--- config.mk ---
export PLATFORM = sky130hd
export DESIGN_NAME = direct_xfer
export DESIGN_NICKNAME = d
export VERILOG_FILES = /design/src/rtl/direct_xfer.sv
export SDC_FILE = /design/constraint.sdc
export NUM_CORES = 1
export LEC_CHECK = 0
export BUFFER_PORTS_ARGS = -buffer_cell sky130_fd_sc_hd__buf_2
export CORE_MARGIN = 8
export CORE_UTILIZATION = 45
export DETAILED_ROUTE_END_ITERATION = 12
export PLACE_DENSITY_LB_ADDON = 0.3
export RECOVER_POWER = 50
export SYNTH_ARGS = -nofsm -noshare
export SYNTH_HDL_FRONTEND = slang
export SYNTH_SLANG_ARGS = --single-unit
--- constraint.sdc ---
create_clock -name clk -period 2.35 [get_ports clk]
set_input_delay 0.705 -clock clk [delete_from_list [all_inputs] [get_ports clk]]
set_output_delay 0.705 -clock clk [all_outputs]
set_load 0.01 [all_outputs]
--- src/rtl/direct_xfer.sv ---
module direct_xfer #(
  parameter int REG_W    = 32,
  parameter int DATA_W   = 16,
  parameter int NARROW_W = 8,
  parameter int ADDR_W   = 6,
  parameter int SEL_W    = 2
) (
  input  logic              clk,
  input  logic              rst_n,
  input  logic              reg_we,
  input  logic [SEL_W-1:0]  reg_sel,
  input  logic [REG_W-1:0]  reg_wdata,
  input  logic              wide,
  output logic              ctrl_en,
  output logic              done,
  output logic [REG_W-1:0]  data_q,
  output logic              bus_req,
  output logic              bus_write,
  output logic [ADDR_W-1:0] bus_addr,
  output logic [DATA_W-1:0] bus_wdata,
  input  logic              bus_ack,
  input  logic [DATA_W-1:0] bus_rdata
);
  localparam logic [SEL_W-1:0] SEL_CTRL = SEL_W'(0);
  localparam logic [SEL_W-1:0] SEL_ADDR = SEL_W'(1);
  localparam logic [SEL_W-1:0] SEL_DATA = SEL_W'(2);
  localparam int B_EN = 0;
  localparam int B_WR = 1;
  localparam int B_GO = 2;
  localparam logic [DATA_W-1:0] NARROW_MASK = DATA_W'((1 << NARROW_W) - 1);

  logic busy_q, wr_q, wide_q;
  logic [ADDR_W-1:0] addr_q;
  logic [DATA_W-1:0] lane_mask;
  logic idle_we, ctrl_hit, go, finish;

  assign idle_we   = reg_we && !busy_q;
  assign ctrl_hit  = idle_we && (reg_sel == SEL_CTRL);
  assign go        = ctrl_hit && reg_wdata[B_EN] && reg_wdata[B_GO];
  assign finish    = busy_q && bus_ack;
  assign lane_mask = wide_q ? {DATA_W{1'b1}} : NARROW_MASK;

  assign bus_req   = busy_q;
  assign bus_write = wr_q;
  assign bus_addr  = addr_q;
  assign bus_wdata = data_q[DATA_W-1:0] & lane_mask;

  always_ff @(posedge clk) begin
    if (!rst_n) begin
      ctrl_en <= 1'b0;
      done    <= 1'b0;
      busy_q  <= 1'b0;
      wr_q    <= 1'b0;
      wide_q  <= 1'b0;
      addr_q  <= '0;
      data_q  <= '0;
    end else begin
      if (ctrl_hit)
        ctrl_en <= reg_wdata[B_EN];

      if (go) begin
        busy_q <= 1'b1;
        wr_q   <= reg_wdata[B_WR];
        wide_q <= wide;
      end else if (finish) begin
        busy_q <= 1'b0;
      end

      if (go || (ctrl_hit && !reg_wdata[B_EN]))
        done <= 1'b0;
      else if (finish)
        done <= 1'b1;

      if (idle_we && reg_sel == SEL_ADDR)
        addr_q <= reg_wdata[ADDR_W-1:0];

      if (finish && !wr_q)
        data_q <= REG_W'(bus_rdata & lane_mask);
      else if (idle_we && reg_sel == SEL_DATA)
        data_q <= reg_wdata;
    end
  end
endmodule

==> results.yml, run 1 <==
worst_setup_path:
  crit_start: "reg_sel[1]"
  r2r_start: "bus_req"
  endpoint: "data_q[6]"
  r2r_slack_ps: 620
  worstPathMaxFanout: 32
  end_kind: "register"
  crit_type: "input port to register"
  startpoint_type: "input port"
  critPathArrivalTime_ps: 2090
  r2r_end: "data_q[6]"
  r2r_cells: 4
  critPathRequiredTime_ps: 2570
place:
  dp_slack_ps: 511
  place_area_um2: 2330
  routabilityCongestion: 0.789
  dp_cells: 349
  place.port_buffers: 112
  dpl.hpwl_um: 3960
floorplan:
  core_um2: 3940
  fp-row-count: 23
  die_width_um: 79.4
  io_pins: 113
  die_h_um: 79.4
  start_util_pct: 45.9
  die_area_um2: 6310
sta:
  max-slew-margin-rel_pct: 54.2
  hold_violations: 0
  period_share_pct: 79.7
  fin_tns_setup_ps: 0
  fmax_ghz: 0.534
  fin_ws_ps: 477
  post-route-min-period_ps: 1870
  rsz0062_at_grt: "false"
  fin_skew_ps: 4.30
  finalSetupViolCount: 0
  slew_violations: 0
  tightest_slew_ps: 678
route:
  vias: 1814
  finalWirelength_um: 5380
  dr.pass1.iters: 4
  drtIter0Drc: 136
  final_antenna_net_count: 0
  post-route-drc-count: 0
  vias_per_cell: 5.10
  post_drt_wl_per_cell_um: 15.1
synth:
  syn_inst: 208
  synthesis.area_um2: 1810
  avgSynthCellArea_um2: 8.70
  synth_fp_nets: 263
  ys_seq_area_share_pct: 47.6
  ys_warn_count: 0
  synth_seq_cells: 43
  synth_cell_types: 25
job:
  maxCapViolCount: 0
final_layout:
  final_nets: 361
  antenna_cells: 0
  num-fill-cells: 399
  drive_above_1_share_pct: 27.1
  design_area_um2: 2340
  instances_no_fill: 356
  final_common_cell: "buf_2"
  syn_to_final_growth_pct: 29.3
  final_cell_mix: "buf_2, dfxtp_1, clkbuf_1"
clocking:
  htreeDepth: 2
  clock_path_buffers: 2
  clk_transition_reported_paths_ps: 80
  post-cts-setup-buffers: 0
  hold_buffers: 0
  cts_resized: 0
  clkLatencyLatePin_ps: 290
  cts_tree: "yes"
  cts_sinks: 43
  cts_buffers: 5
  clockRootBuffer: "clkbuf_8"
global_routing:
  grt_start_max_net_pins: 33
  grt_overflow_total: 0
  grt_antenna_before_repair: 0
  grt_pass1_vias: 1690
  gr-usage-all-layers_pct: 16.4
  grt_pass1_wl_um: 8320
hold_path:
  hold_class: "register to register"
power:
  power_density_nw_per_um2: 594
  ir_worst_vdd_v: 0.000405
  total_leakage_power_nw: 0.966
status:
  outcome: "finished clean"
==> layer usage <==
layer	up-vias	track usage (%)	wire length, µm
met4	0	5.00	34
met3	5	6.42	460
met5	-	0	0
met2	67	27.2	2640
li1	912	-	-
met1	830	19.0	2240
==> critical path, cell delays in order <==
cell and delay (ps):
clkbuf_1 140, nor4bb_1 310, clkbuf_2 580, a22oi_1 210
a21oi_1 150
==> Yosys cell counts, drive strengths merged <==
cell type / count / share of area [%]
dfxtp: 43 / 48
a21oi: 33 / 9.1
nand2: 33 / 6.8
nand3: 20 / 5.5
buf: 18 / 6.8
mux2i: 9 / 5.0
a22oi: 8 / 3.3
a32oi: 8 / 3.9
and2: 8 / 2.8
clkbuf: 8 / 1.7
nor2: 7 / 1.5
and3b: 2 / 0.97
nor4bb: 2 / 1.1
a211oi: 1 / 0.42
and3: 1 / 0.35
inv: 1 / 0.21
nand2b: 1 / 0.35
nand3b: 1 / 0.42
nand4bb: 1 / 0.62
nor2b: 1 / 0.35
nor4b: 1 / 0.83
o21a: 1 / 0.42
==> worst min path at each step <==
stage          startpoint    endpoint  slack (ps)  cells after the start
2_1_floorplan  data_q[16]  data_q[16]         480                      2
3_3_place_gp   data_q[17]  data_q[17]         440                      2
3_5_place_dp   data_q[31]  data_q[31]         440                      2
4_1_cts        data_q[31]  data_q[31]         450                      2
5_1_grt        data_q[24]  data_q[24]         470                      2
6_report       data_q[22]  data_q[22]         450                      2
==> kinds of logic (layout without fill, tap and decap cells) <==
group / after synthesis / in the layout / share of synthesized area [%]
AND/OR/NAND/NOR: 78 / 78 / 21.6
AO/OA/AOI/OAI: 51 / 51 / 17.2
flip-flops: 43 / 43 / 47.6
buffers and inverters: 27 / 125 / 8.71
multiplexers: 9 / 9 / 4.98
==> report_power, final <==
part           switching (mW)  internal, mW
Sequential             0.0143         0.752
Combinational          0.0908        0.0693
Clock                   0.232         0.230
Total                   0.337          1.05
==> stage by stage <==
stage | hold WS (ps) | total power [mW] | utilization, %
after floorplan | 480 | 0.869 | -
after global placement | 440 | 0.951 | 59.1
after detailed placement | 444 | 0.953 | 59.1
after CTS | 454 | 1.41 | 61.3
after global routing | 470 | 1.46 | 59.3
final | 454 | 1.39 | 59.3
==> flip-flops by register name, indices dropped and copies added, names as in the netlist <==
signal     flops
wide_q         1
data_q        32
bus_write      1
bus_req        1
ctrl_en        1
bus_addr       6
done           1
==> area by class of cell <==
type / instances / area, µm² / area share, %
Clock buffer: 6 / 82.6 / 3.53
Clock inverter: 1 / 5.00 / 0.214
Inverter: 1 / 3.75 / 0.160
Multi-Input combinational cell: 138 / 785 / 33.5
Sequential cell: 43 / 861 / 36.8
Tap cell: 50 / 62.6 / 2.67
Timing Repair Buffer: 117 / 541 / 23.1
Note: power is estimated with default switching activity, not from simulation.
==> inputs of run 2 (changes only) <==
Settings changed: CORE_UTILIZATION 45 to 42.
Clock period 2.35 ns to 1.8 ns, I/O delays scaled along.
==> results.yml, run 2 (same netlist as run 1, synthesis figures left out) <==
status:
  outcome: "finished clean"
route:
  post-route-drc-count: 0
  vias_per_cell: 5.03
  finalWirelength_um: 5390
  vias: 1799
  post_drt_wl_per_cell_um: 15.1
  dr.pass1.iters: 4
  final_antenna_net_count: 0
  drtIter0Drc: 69
sta:
  fmax_ghz: 0.626
  post-route-min-period_ps: 1600
  rsz0062_at_grt: "false"
  slew_violations: 0
  tightest_slew_ps: 480
  finalSetupViolCount: 0
  max-slew-margin-rel_pct: 67.9
  period_share_pct: 88.8
  hold_violations: 0
  fin_tns_setup_ps: 0
  fin_skew_ps: 3.86
final_layout:
  drive_above_1_share_pct: 26.1
  syn_to_final_growth_pct: 31.0
  num-fill-cells: 456
  final_common_cell: "buf_2"
  regMostFlops: "data_q"
  antenna_cells: 0
  largest_reg_flops: 32
  regArea_um2: 861
  final_nets: 361
  multi_input_area_um2: 800
  final_cell_mix: "buf_2, clkbuf_1, dfxtp_1"
global_routing:
  grt_pass1_vias: 1740
  grt_pass1_wl_um: 8240
  gr-usage-all-layers_pct: 16.0
  grt_antenna_before_repair: 0
  grt_start_max_net_pins: 33
  grt_overflow_total: 0
floorplan:
  start_util_pct: 42.4
  die_h_um: 81.6
  core_um2: 4260
  io_pins: 113
  fp-row-count: 24
  die_area_um2: 6660
  die_width_um: 81.6
clocking:
  post-cts-setup-buffers: 0
  clkLatencyLatePin_ps: 290
  clockRootBuffer: "clkbuf_8"
  cts_buffers: 5
  cts_resized: 0
  cts_sinks: 43
  hold_buffers: 0
  clk_transition_reported_paths_ps: 70
  cts_tree: "yes"
  htreeDepth: 2
  clock_path_buffers: 2
job:
  maxCapViolCount: 0
power:
  ir_worst_vdd_v: 0.000458
  totalPowerFinal_mw: 1.82
  power_density_nw_per_um2: 767
  total_leakage_power_nw: 0.954
worst_setup_path:
  end_kind: "output port"
  worstPathMaxFanout: 10
  critPathRequiredTime_ps: 1260
  crit_type: "register to output port"
  startpoint_type: "register"
  critPathArrivalTime_ps: 1060
place:
  routabilityCongestion: 0.740
  place.port_buffers: 112
  dpl.hpwl_um: 4060
hold_path:
  hold_class: "register to register"
## run 2: cell type report
cell class | count | area share (%)
multi-input combinational | 138 | 33.7
inverter | 1 | 0.158
clock buffer | 6 | 3.48
tap | 52 | 2.75
clock inverter | 1 | 0.211
sequential | 43 | 36.3
timing repair buffer | 117 | 23.3
## run 2: stage by stage
| step | utilization, % | std cells | setup slack, ps | area, µm² | hold WS [ps] |
|---|---|---|---|---|---|
| 3_3_place_gp | 55.0 | 351 | 259 | 2350 | 439 |
| 6_report | 55.6 | 358 | 202 | 2370 | 454 |
| 4_1_cts | 57.1 | 358 | 168 | 2430 | 456 |
| 5_1_grt | 55.6 | 358 | 117 | 2370 | 473 |
| 2_1_floorplan | - | 208 | 423 | 1810 | 480 |
| 3_5_place_dp | 55.0 | 351 | 177 | 2350 | 444 |
## run 2: final timing paths
path	from	to	slack, ps	cells after the start
max	wide_q	bus_wdata[13]	200	2
min reg2reg	data_q[16]	data_q[16]	450	2
max reg2reg	bus_req	data_q[25]	390	4
min	data_q[16]	data_q[16]	450	2
## run 2: critical path, cell delays in order (launching register included)
cell and delay (ps):
dfxtp_1 470, and2_1 180, buf_2 130
## run 2: power by group
group	switching, mW	internal (mW)	total, mW	leakage [nW]
Sequential	0.0188	0.981	1.00	0.349
Clock	0.302	0.301	0.603	0.0470
Combinational	0.119	0.0962	0.216	0.558
Total	0.440	1.38	1.82	0.954
## run 2: layer usage
metal,up-vias,global-route usage [%],part of all wire [%]
li1,918,-,-
met1,815,18.2,40
met2,62,27.8,51
met3,4,4.81,8.1
met4,0,5.26,0.58
met5,-,0,0
